`config.mk`:
```
export PLATFORM = sky130hd
export DESIGN_NAME = async_rx_channel
export DESIGN_NICKNAME = d
export VERILOG_FILES = /design/src/rtl/arx_pkg.sv /design/src/rtl/arx_sync.sv /design/src/rtl/arx_baud_gen.sv /design/src/rtl/arx_deframer.sv /design/src/rtl/arx_fifo.sv /design/src/rtl/async_rx_channel.sv
export SDC_FILE = /design/constraint.sdc
export NUM_CORES = 1
export LEC_CHECK = 0
export BUFFER_PORTS_ARGS = -buffer_cell sky130_fd_sc_hd__buf_2
export CAP_MARGIN = 40
export CORE_ASPECT_RATIO = 1.1
export CORE_UTILIZATION = 66
export DETAILED_ROUTE_END_ITERATION = 8
export PLACE_DENSITY = 0.85
export SLEW_MARGIN = 30
export SYNTH_ARGS = -nofsm -noshare
export SYNTH_HDL_FRONTEND = slang
export SYNTH_SLANG_ARGS = --single-unit
```
`constraint.sdc`:
```
create_clock -name clk -period 4.7 [get_ports clk]
set_clock_uncertainty 0.1 [all_clocks]
set_input_delay 0.705 -clock clk [delete_from_list [all_inputs] [get_ports clk]]
set_output_delay 0.705 -clock clk [all_outputs]
set_load 0.1 [all_outputs]
```
`src/rtl/arx_pkg.sv`:
```
package arx_pkg;
   typedef enum logic [2:0] {
      ST_IDLE,
      ST_START,
      ST_DATA,
      ST_PAR,
      ST_STOP,
      ST_BRKW,
      ST_HOLD
   } rx_state_e;

   typedef struct packed {
      logic       ferr;
      logic       perr;
      logic [7:0] data;
   } rx_char_t;

   localparam int CHAR_W   = $bits(rx_char_t);
   localparam int MAX_BITS = 12;
endpackage

```
`src/rtl/arx_sync.sv`:
```
module arx_sync #(
   parameter int STAGES = 2
) (
   input  logic clk,
   input  logic rst_n,
   input  logic d,
   output logic q
);
   logic [STAGES-1:0] chain;

   generate
      for (genvar i = 0; i < STAGES; i++) begin : g_stage
         if (i == 0) begin : g_first
            always_ff @(posedge clk or negedge rst_n)
               if (!rst_n) chain[0] <= 1'b1;
               else        chain[0] <= d;
         end else begin : g_next
            always_ff @(posedge clk or negedge rst_n)
               if (!rst_n) chain[i] <= 1'b1;
               else        chain[i] <= chain[i-1];
         end
      end
   endgenerate

   assign q = chain[STAGES-1];
endmodule

```
`src/rtl/arx_baud_gen.sv`:
```
module arx_baud_gen #(
   parameter int DIV_W = 8
) (
   input  logic             clk,
   input  logic             rst_n,
   input  logic [DIV_W-1:0] divisor,
   output logic             tick
);
   logic [DIV_W-1:0] cnt;

   always_ff @(posedge clk or negedge rst_n) begin
      if (!rst_n) begin
         cnt  <= '0;
         tick <= 1'b0;
      end else if (cnt >= divisor) begin
         cnt  <= '0;
         tick <= 1'b1;
      end else begin
         cnt  <= cnt + 1'b1;
         tick <= 1'b0;
      end
   end
endmodule

```
`src/rtl/arx_deframer.sv`:
```
module arx_deframer
   import arx_pkg::*;
#(
   parameter int OVS = 16
) (
   input  logic     clk,
   input  logic     rst_n,
   input  logic     tick,
   input  logic     rx,
   input  logic     len8,
   input  logic     stop2,
   input  logic     par_en,
   input  logic     par_odd,
   output logic     push,
   output rx_char_t push_char,
   output logic     brk
);
   localparam int CW = $clog2(OVS);
   localparam int BW = $clog2(MAX_BITS * OVS + 1);
   localparam logic [CW-1:0] MID  = CW'(OVS / 2 - 1);
   localparam logic [CW-1:0] LAST = CW'(OVS - 1);
   localparam logic [BW-1:0] BIT_T = BW'(OVS - 1);

   rx_state_e     state;
   logic [CW-1:0] tcnt;
   logic [3:0]    bidx;
   logic [7:0]    shreg;
   logic          perr_q;
   logic          ferr_q;
   logic          second;
   logic [BW-1:0] bcnt;

   logic [3:0]    frame_bits;
   logic [BW-1:0] frame_ticks;
   logic [7:0]    data_now;
   logic [3:0]    last_bit;
   logic          ferr_now;

   always_comb begin
      frame_bits  = 4'd1 + (len8 ? 4'd8 : 4'd7) + {3'b000, par_en} + (stop2 ? 4'd2 : 4'd1);
      frame_ticks = BW'(frame_bits) * BW'(OVS);
      data_now    = len8 ? shreg : {1'b0, shreg[7:1]};
      last_bit    = len8 ? 4'd7 : 4'd6;
      ferr_now    = ferr_q | ~rx;
   end

   always_ff @(posedge clk or negedge rst_n) begin
      if (!rst_n) begin
         state     <= ST_IDLE;
         tcnt      <= '0;
         bidx      <= '0;
         shreg     <= '0;
         perr_q    <= 1'b0;
         ferr_q    <= 1'b0;
         second    <= 1'b0;
         bcnt      <= '0;
         brk       <= 1'b0;
         push      <= 1'b0;
         push_char <= '0;
      end else begin
         push <= 1'b0;
         if (tick) begin
            case (state)
               ST_IDLE: begin
                  if (!rx) begin
                     state <= ST_START;
                     tcnt  <= '0;
                  end
               end
               ST_START: begin
                  if (tcnt == MID) begin
                     tcnt <= '0;
                     if (rx) begin
                        state <= ST_IDLE;
                     end else begin
                        state  <= ST_DATA;
                        bidx   <= '0;
                        perr_q <= 1'b0;
                        ferr_q <= 1'b0;
                        second <= 1'b0;
                     end
                  end else begin
                     tcnt <= tcnt + 1'b1;
                  end
               end
               ST_DATA: begin
                  if (tcnt == LAST) begin
                     tcnt  <= '0;
                     shreg <= {rx, shreg[7:1]};
                     if (bidx == last_bit) state <= par_en ? ST_PAR : ST_STOP;
                     else                  bidx  <= bidx + 1'b1;
                  end else begin
                     tcnt <= tcnt + 1'b1;
                  end
               end
               ST_PAR: begin
                  if (tcnt == LAST) begin
                     tcnt   <= '0;
                     perr_q <= (^data_now) ^ rx ^ par_odd;
                     state  <= ST_STOP;
                  end else begin
                     tcnt <= tcnt + 1'b1;
                  end
               end
               ST_STOP: begin
                  if (tcnt == LAST) begin
                     tcnt <= '0;
                     if (stop2 && !second) begin
                        second <= 1'b1;
                        if (!rx) ferr_q <= 1'b1;
                     end else begin
                        push           <= 1'b1;
                        push_char.ferr <= ferr_now;
                        push_char.perr <= perr_q;
                        push_char.data <= data_now;
                        bcnt           <= '0;
                        state          <= ferr_now ? ST_BRKW : ST_IDLE;
                     end
                  end else begin
                     tcnt <= tcnt + 1'b1;
                  end
               end
               ST_BRKW: begin
                  if (rx) begin
                     state <= ST_IDLE;
                  end else if (bcnt == frame_ticks - 1'b1) begin
                     brk   <= 1'b1;
                     bcnt  <= '0;
                     state <= ST_HOLD;
                  end else begin
                     bcnt <= bcnt + 1'b1;
                  end
               end
               ST_HOLD: begin
                  if (!rx) begin
                     bcnt <= '0;
                  end else if (bcnt == BIT_T) begin
                     brk   <= 1'b0;
                     bcnt  <= '0;
                     state <= ST_IDLE;
                  end else begin
                     bcnt <= bcnt + 1'b1;
                  end
               end
               default: state <= ST_IDLE;
            endcase
         end
      end
   end
endmodule

```
`src/rtl/arx_fifo.sv`:
```
module arx_fifo #(
   parameter int DEPTH = 16,
   parameter int W     = 10,
   parameter int LW    = $clog2(DEPTH + 1)
) (
   input  logic          clk,
   input  logic          rst_n,
   input  logic          wr,
   input  logic [W-1:0]  wdata,
   input  logic          rd,
   output logic [W-1:0]  rdata,
   output logic [LW-1:0] level,
   output logic          empty,
   output logic          full,
   output logic          drop
);
   localparam int AW = $clog2(DEPTH);
   localparam logic [LW-1:0] CAP = LW'(DEPTH);

   logic [W-1:0]  mem [DEPTH];
   logic [AW-1:0] wptr;
   logic [AW-1:0] rptr;
   logic [LW-1:0] cnt;
   logic          do_wr;
   logic          do_rd;

   always_comb begin
      full  = (cnt == CAP);
      empty = (cnt == '0);
      do_wr = wr & ~full;
      do_rd = rd & ~empty;
      drop  = wr & full;
      level = cnt;
      rdata = mem[rptr];
   end

   always_ff @(posedge clk) begin
      if (do_wr) mem[wptr] <= wdata;
   end

   always_ff @(posedge clk or negedge rst_n) begin
      if (!rst_n) begin
         wptr <= '0;
         rptr <= '0;
         cnt  <= '0;
      end else begin
         if (do_wr) wptr <= wptr + 1'b1;
         if (do_rd) rptr <= rptr + 1'b1;
         case ({do_wr, do_rd})
            2'b10:   cnt <= cnt + 1'b1;
            2'b01:   cnt <= cnt - 1'b1;
            default: cnt <= cnt;
         endcase
      end
   end
endmodule

```
`src/rtl/async_rx_channel.sv`:
```
module async_rx_channel
   import arx_pkg::*;
#(
   parameter int DEPTH       = 16,
   parameter int OVS         = 16,
   parameter int DIV_W       = 8,
   parameter int SYNC_STAGES = 2,
   localparam int LW         = $clog2(DEPTH + 1)
) (
   input  logic             clk,
   input  logic             rst_n,
   input  logic             rx_i,
   input  logic             len8_i,
   input  logic             stop2_i,
   input  logic             par_en_i,
   input  logic             par_odd_i,
   input  logic [DIV_W-1:0] divisor_i,
   input  logic             rd_i,
   input  logic             ovr_clr_i,
   output logic [7:0]       rd_data_o,
   output logic             rd_perr_o,
   output logic             rd_ferr_o,
   output logic             brk_o,
   output logic             ovr_o,
   output logic [LW-1:0]    level_o,
   output logic             empty_o,
   output logic             full_o
);
   generate
      if (DEPTH < 2 || (DEPTH & (DEPTH - 1)) != 0) begin : g_bad_depth
         $error("DEPTH must be a power of two of at least 2");
      end
      if (OVS < 4 || (OVS & (OVS - 1)) != 0) begin : g_bad_ovs
         $error("OVS must be a power of two of at least 4");
      end
      if (SYNC_STAGES < 1) begin : g_bad_sync
         $error("SYNC_STAGES must be at least 1");
      end
      if (DIV_W < 1) begin : g_bad_div
         $error("DIV_W must be at least 1");
      end
   endgenerate

   logic     rx_s;
   logic     tick;
   logic     push;
   rx_char_t push_char;
   rx_char_t head;
   logic     drop;
   logic     ovr_q;

   arx_sync #(.STAGES(SYNC_STAGES)) u_sync (
      .clk   (clk),
      .rst_n (rst_n),
      .d     (rx_i),
      .q     (rx_s)
   );

   arx_baud_gen #(.DIV_W(DIV_W)) u_baud (
      .clk     (clk),
      .rst_n   (rst_n),
      .divisor (divisor_i),
      .tick    (tick)
   );

   arx_deframer #(.OVS(OVS)) u_frm (
      .clk       (clk),
      .rst_n     (rst_n),
      .tick      (tick),
      .rx        (rx_s),
      .len8      (len8_i),
      .stop2     (stop2_i),
      .par_en    (par_en_i),
      .par_odd   (par_odd_i),
      .push      (push),
      .push_char (push_char),
      .brk       (brk_o)
   );

   arx_fifo #(.DEPTH(DEPTH), .W(CHAR_W), .LW(LW)) u_fifo (
      .clk   (clk),
      .rst_n (rst_n),
      .wr    (push),
      .wdata (push_char),
      .rd    (rd_i),
      .rdata (head),
      .level (level_o),
      .empty (empty_o),
      .full  (full_o),
      .drop  (drop)
   );

   always_ff @(posedge clk or negedge rst_n) begin
      if (!rst_n)         ovr_q <= 1'b0;
      else if (drop)      ovr_q <= 1'b1;
      else if (ovr_clr_i) ovr_q <= 1'b0;
   end

   always_comb begin
      ovr_o     = ovr_q;
      rd_data_o = empty_o ? 8'h00 : head.data;
      rd_perr_o = ~empty_o & head.perr;
      rd_ferr_o = ~empty_o & head.ferr;
   end
endmodule

```
==> reports/summary.md, run 1 <==
Post-synthesis async set-or-reset flop share: 29.5%. The tools report the largest net degree at the start of global routing as 37. The category of the worst setup path capture point is an output pin. Counting cells, the worst reg-to-reg path comes to 13.

Clock transition at the register clock pins on the worst setup and hold paths after CTS: 60 ps. For the total count of max-transition violations in the final report, the log shows 0. The number of hold buffers added after CTS was 0.

The tools report the reported max-cap violation count as 0. The tools report the total standard cell area after synthesis as 10000 µm². The type of element launching the critical path was a register. The part of the cycle the worst path needs was 82.2%.

The total number of nets in the final design was 746; the port buffer count was 35. The run gives 0 as the quantity of gates resized following cts. The first global-routing pass estimated 32200 µm of wire. The top cell types in the final layout, fill and taps aside, are sky130_fd_sc_hd__edfxtp_1 (160), sky130_fd_sc_hd__dfrtp_1 (64), sky130_fd_sc_hd__mux4_2 (50), sky130_fd_sc_hd__nor2_1 (38), sky130_fd_sc_hd__buf_2 (35).

The layout has 822 filler cells. Among all flip-flop cells after synthesis, the most frequent one is sky130_fd_sc_hd__edfxtp_1. The tools report the combined global-route utilization of all metal layers as 27.1%. From left edge to right edge, the die measures 120 µm.

The tools report the die footprint as 15700 µm². The number of sinks driven by the clock tree is 227, and the areal power density over the cells is 472 nW/µm². Most common library cell in the layout ignoring fill and taps: sky130_fd_sc_hd__edfxtp_1.

Counting flops with a built-in enable in the synthesized netlist gives 160. The first detailed-routing pass took 5 iterations. The clock period minus worst slack was 3860 ps; the clock latency on the worst-skew pair was 510 ps. The tools report the initial antenna violation count as 0.

The critical path in this run is classified as reg2out. Before CTS, the worst setup slack after placement is 773 ps. The repair_antennas step left the layout with diodes totalling 0. No sink is reached through more buffers than the 3 on the longest clock path.

On the final layout, the worst hold slack is 152 ps. For the worst setup path, the data arrival time is 3060 ps. The start point of the critical path was u_fifo.rptr[0]. Setup violations remaining at the end of the flow were counted as 0.

The fraction of layout instances using a drive strength above 1 works out to 22.3%. The startpoint identified for the worst register-to-register timing path is u_fifo.level[1]. In this run, synthesis produced a sequential element count of 227. The post-synth net total is 695, and the routed via count divided by cell count is 6.31.

Pin placement for this block handled 36 I/O pins. Setup slack on the critical path of the routed design comes to 837 ps. The min-delay analysis places its worst path in the category in2async. The share of the Yosys chip area taken by registers is 64.6%. Row generation in the floorplan step produced 46 rows.

The achievable clock frequency is 259 MHz, and the number of instances in the synthesized netlist is 649. The layer flagged by global routing as most heavily used is met2. Slew of the pin with the lowest slew margin: 730 ps. The H-tree level count was 1; the met1 capacity usage during global routing was 33.8%. For this block, the routed nets add up to 20400 µm of wire. The final instance area was 11300 µm². The flow ran to the end, and the final reports show no timing, DRC or antenna violations.

In this run the worst path has a maximum fanout of 28. The worst ir drop on vdd is 0.000415 V. Global routing consumed, on the met3 layer, 3.82% of the routing resources.

The number of global-route vias before repair is 5879. For the total count of hold-check failures in the final report, the log shows 0. Setup repair after global routing left no endpoint under its margin. After clock tree synthesis, the setup repair step added 0 buffers.

The number of clock buffers added by TritonCTS is 22. The run gives 0 as the final antenna-violating net count. The core region is 14600 µm². The data required time at the worst endpoint is 3890 ps, and the DRC violation count after routing is 0.

For this run, the number of Yosys warnings is 0. The setup total negative slack is 0 ps. Measured against its own limit, the worst slew margin works out to 51.0%. The die height came out at 131 µm. TritonCTS built the clock tree. The detailed placement HPWL was 13100 µm; the final global-route overflow total was 0. Dividing the detail-routed wire length by the instance count gives 22.4 µm.

The tree is rooted in a sky130_fd_sc_hd__clkbuf_16. The tools report the number of violations reported at the end of detailed-routing iteration 0 as 602. The effective utilization at floorplan is 68.7%, and the synthesized area per cell is 15.5 µm². The final route contains 5725 vias. In this run, distinct cell masters in the synthesized netlist total 55. Summing all placed instances gives a cell area of 10500 µm². The analysis attributes to cell leakage a power of 3.93 nW. Routability-driven placement finished with a final weighted congestion of 0.867.

Relative to the synthesized area, the layout overhead comes to 12.1%. In the global route stage, met2 resource usage came out at 48.6%.
## path summary, 6_finish.rpt
check,endpoint,slack [ps]
worst max-delay path,rd_data_o[2],840
worst min-delay path,u_frm.state[0],150
worst max register to register,u_fifo.level[4],1460
worst min register to register,u_sync.q,260
max in group asynchronous,u_fifo.rptr[0],3390
min in group clk,u_sync.chain[0],190
## synthesized netlist by cell type (all sizes together), types with 11 or more instances
master / count / share of area (%)
a21oi: 17 / 0.85
buf: 11 / 0.51
clkbuf: 20 / 0.75
dfrtp: 65 / 16
edfxtp: 160 / 48
ha: 27 / 3.4
inv: 29 / 1.1
mux2: 12 / 1.4
mux4: 50 / 11
nand2: 30 / 1.1
nand3: 14 / 0.70
nor2: 39 / 1.5
nor2b: 14 / 0.87
o21ai: 25 / 1.2
xnor2: 23 / 2.0
xor2: 12 / 1.0
## critical path, stage by stage, from the launching register on
cell and delay [ps]:
sky130_fd_sc_hd__dfrtp_2 710, sky130_fd_sc_hd__buf_12 320, sky130_fd_sc_hd__mux4_2 580, sky130_fd_sc_hd__mux4_2 490
sky130_fd_sc_hd__nor2b_1 150, sky130_fd_sc_hd__buf_2 290
## area by class of cell
class | instances | area [µm²] | area share (%)
Clock buffer | 31 | 646 | 5.74
Clock inverter | 9 | 71.3 | 0.634
Inverter | 29 | 109 | 0.967
Multi-Input combinational cell | 362 | 3320 | 29.5
Sequential cell | 227 | 6480 | 57.6
Tap cell | 192 | 240 | 2.13
Timing Repair Buffer | 58 | 382 | 3.39
## cells by family (layout without fill, tap and decap cells)
logic type               count (synthesis)  in the layout  synth area share (%)
XOR/XNOR                                36             36                  3.28
buffers and inverters                   60            127                  2.34
multiplexers                            72             72                  13.6
AO/OA/AOI/OAI                           83             83                  5.39
adder cells (fa/ha/maj)                 29             29                  3.76
AND/OR/NAND/NOR                        142            142                  7.08
flip-flops                             227            227                  64.6
## sequential cells by signal, indices dropped and copies added, names as in the netlist, 3 cells and up
register	count
u_baud.cnt	8
u_fifo.level	5
u_fifo.mem	160
u_fifo.rptr	4
u_fifo.wptr	4
u_frm.bcnt	8
u_frm.bidx	4
u_frm.push_char	10
u_frm.shreg	8
u_frm.state	3
u_frm.tcnt	4
## metrics by stage
step / power [W] / instances / util (%)
after floorplan: 0.00333 / 649 / -
after global placement: 0.00353 / 853 / 71.3
after detailed placement: 0.00358 / 865 / 71.9
after CTS: 0.00533 / 905 / 76.8
after global routing: 0.00551 / 908 / 77.0
final: 0.00531 / 908 / 77.0
## power by group
group	internal [W]	switching [W]	leakage, nW	total [W]
clock	0.00101	0.000732	0.349	0.00174
sequential	0.00221	0.000171	2.05	0.00238
combinational	0.000430	0.000757	1.53	0.00119
## per-layer routing
layer / vias up / share of wire (%) / wire length, µm
met2: 203 / 55 / 11100
met3: 42 / 4.8 / 975
met1: 2921 / 38 / 7730
li1: 2559 / - / -
met5: - / 0 / 0
met4: 0 / 2.7 / 552
Note: power is estimated with default switching activity, not from simulation.
==> run 2, diff against run 1 <==
--- a/config.mk
+++ b/config.mk
@@ -8,9 +8,9 @@
 export BUFFER_PORTS_ARGS = -buffer_cell sky130_fd_sc_hd__buf_2
 export CAP_MARGIN = 40
 export CORE_ASPECT_RATIO = 1.1
-export CORE_UTILIZATION = 66
+export CORE_UTILIZATION = 56
 export DETAILED_ROUTE_END_ITERATION = 8
-export PLACE_DENSITY = 0.85
+export PLACE_DENSITY = 0.77
 export SLEW_MARGIN = 30
 export SYNTH_ARGS = -nofsm -noshare
 export SYNTH_HDL_FRONTEND = slang
==> constraint.sdc (replaced) <==
create_clock -name clk -period 3.25 [get_ports clk]
set_clock_uncertainty 0.1 [all_clocks]
set_input_delay 0.4875 -clock clk [delete_from_list [all_inputs] [get_ports clk]]
set_output_delay 0.4875 -clock clk [all_outputs]
set_load 0.1 [all_outputs]
==> run 2 against run 1 <==
Die area grew 18%. Critical path depth is the same. Critical endpoint is now rd_data_o[1]. Power grew 46%.
==> reports/summary.md, run 2 (same netlist as run 1, synthesis figures left out) <==
The initial antenna violation count came out at 0. The die height is 142 µm, and the slew of the pin with the lowest slew margin is 708 ps. The total clock buffers created by CTS was 23. The routed via count divided by cell count was 5.93; the width of the die was 130 µm. STA classifies the critical path startpoint as a register. The later pin in the worst-skew pair is clocked with a latency of 490 ps. The cell area reported after detailed placement is 10600 µm², and the final instance area is 11400 µm².

The flip-flop and latch area was 6490 µm²; the final total power was 0.00776 W. Static timing analysis puts the maximum clock frequency at 313 MHz. Cells with a size suffix above 1 make up 24.4% of the layout. In the final layout, the registers with the most flip-flops are u_fifo.mem x160, u_frm.push_char x10.

The clock transition at the register clock pins on the worst setup and hold paths after CTS was 60 ps. The worst setup path is captured at an output pin. Static leakage: 3.99 nW.

Count of endpoints failing setup in the final report: 0. The register with the most flip-flops in the final layout is u_fifo.mem. The number of buffers and inverters on the critical path is 2. Before antenna repair, the detailed router went through 5 iterations. The register with the most flip-flops in the layout has 160 of them. For this run the aggregate overflow at the end of global routing stands at 0. Total vias in the final route: 5713. The worst hold path belongs to the class in2reg. Walking the worst path, the cells encountered are buf_8 > mux4_2 > mux4_2 > nor2b_2 > clkbuf_4. The number of sinks driven by the clock tree came out at 227. TritonCTS built the clock tree.

The cell that appears most often on the critical path is sky130_fd_sc_hd__mux4_2. Grouping stages by cell kind, the critical path spends the most delay in multiplexers. 36 I/O pins were placed.

The signal arrival time at the worst endpoint is 2610 ps, and the DRC violation count after routing is 0. The repair_antennas step left the layout with diodes totalling 0. The run gives 0 as the reported max-cap violation count. At the end of routability-driven placement, the weighted congestion stood at 0.837. VDD sags by at most 0.000847 V. The effective utilization at floorplan is 57.0%, and the maximum root-to-sink buffer count is 3. Flop-to-flop setup slack: 480 ps. The floorplan step defined a die boundary enclosing 18500 µm². The first global-routing pass estimated 32000 µm of wire.

Clock period minus worst slack: 3200 ps. Port buffering added 35 buffers. The logs give 5995 for the number of global-route vias before repair and 145 ps for the post-placement setup slack.

For the total count of max-transition violations in the final report, the log shows 0. Combined global-route utilization of all metal layers: 23.0%. Areal power density over the cells: 678 nW/µm². CTS placed an instance of sky130_fd_sc_hd__clkbuf_16 at the clock tree root. The biggest cell delay along the critical path was 560 ps; the detailed placement HPWL was 13100 µm. For this run, the post-layout net count is 757.

Summed over all layers, the routed wires come to 19800 µm. The tools report the number of inserted filler cells in the final layout as 1264. In the layout the commonest cells are sky130_fd_sc_hd__edfxtp_1 (160), sky130_fd_sc_hd__dfrtp_1 (58), sky130_fd_sc_hd__mux4_2 (50), sky130_fd_sc_hd__nor2_1 (38), sky130_fd_sc_hd__buf_4 (33). H-tree level count: 1. In the finished design, the share of the clock period the worst path needs comes to 98.3%. The tools report the final antenna-violating net count as 0.

Setup repair after global routing could not meet its margin everywhere. The worst max-slew margin expressed relative to the limit was 52.8%; the average detailed-routed wire length per instance was 20.6 µm. The largest net degree at the start of global routing is 49. The master of the slowest instance on the critical path is sky130_fd_sc_hd__mux4_2.

The total count of hold-check failures in the final report was 0; the number of rows in the core area was 51. In this run the standard cell core region covers 17600 µm². Of all nets on the critical path, the largest fanout is 13. In the post-route analysis, the smallest setup slack over all paths is 54.5 ps. The tools report the number of violations reported at the end of detailed-routing iteration 0 as 450. In the final layout, the multi-input gates occupy 3340 µm². The flow ran to the end, and the final reports show no timing, DRC or antenna violations. The tools report the data required time at the worst endpoint as 2660 ps.

Compared with the post-synthesis result, the final layout area differs by 13.9%. The most common library cell in the layout ignoring fill and taps is sky130_fd_sc_hd__edfxtp_1. By startpoint and endpoint, the worst setup path is classified as reg2out.
## run 2: area by class of cell
class                           count  area share (%)
Clock inverter                     13            1.07
Inverter                           29           0.952
Tap cell                          238            2.60
Timing Repair Buffer               68            4.31
Sequential cell                   227            56.8
Multi-Input combinational cell    362            29.2
Clock buffer                       26            5.13
## run 2: path summary, 6_finish.rpt
path / start / depth (start not counted) / end
worst min register to register: u_sync.chain[0] / 0 / u_sync.q
max in group asynchronous: rst_n / 3 / u_frm.ferr_q
min in group asynchronous: rst_n / 2 / u_frm.tcnt[2]
worst max-delay path: u_fifo.rptr[0] / 5 / rd_data_o[1]
worst min-delay path: ovr_clr_i / 3 / ovr_o
worst max register to register: u_fifo.level[1] / 13 / u_fifo.level[4]
## run 2: worst min-delay path, cell delays in order
cell and delay, ps:
sky130_fd_sc_hd__buf_2 100, sky130_fd_sc_hd__inv_1 40, sky130_fd_sc_hd__a22o_1 130
## run 2: what timing repair did
action	4_1_cts	5_1_grt
cloned	0	0
pin swaps	0	0
hold buffers	2	0
buffers inserted	0	0
hold endpoints to repair	45	0
endpoints found under the setup margin	10	11
resized for setup	7	16
## run 2: stage by stage
stage                     TNS (ps)  hold WS [ps]  utilization, %  instances
after floorplan              -1810          91.9               -        649
after global placement           0           246            60.4        921
after detailed placement         0           251            60.4        921
after CTS                        0           176            64.7        962
after global routing         -7.66           185            65.0        963
final                            0           197            65.0        963
## run 2: metal layers
metal	vias to the layer above	track usage, %	part of all wire [%]
li1	2581	-	-
met1	2946	29.6	41
met2	148	41.3	53
met3	38	2.74	3.9
met4	0	5.94	1.9
met5	-	0	0
## run 2: power breakdown
| part | internal [W] | leakage (nW) | total (W) | switching [W] |
|---|---|---|---|---|
| sequential | 0.00321 | 2.04 | 0.00344 | 0.000233 |
| combinational | 0.000680 | 1.60 | 0.00181 | 0.00113 |
| clock | 0.00146 | 0.344 | 0.00251 | 0.00105 |
| total | 0.00534 | 3.99 | 0.00776 | 0.00242 |
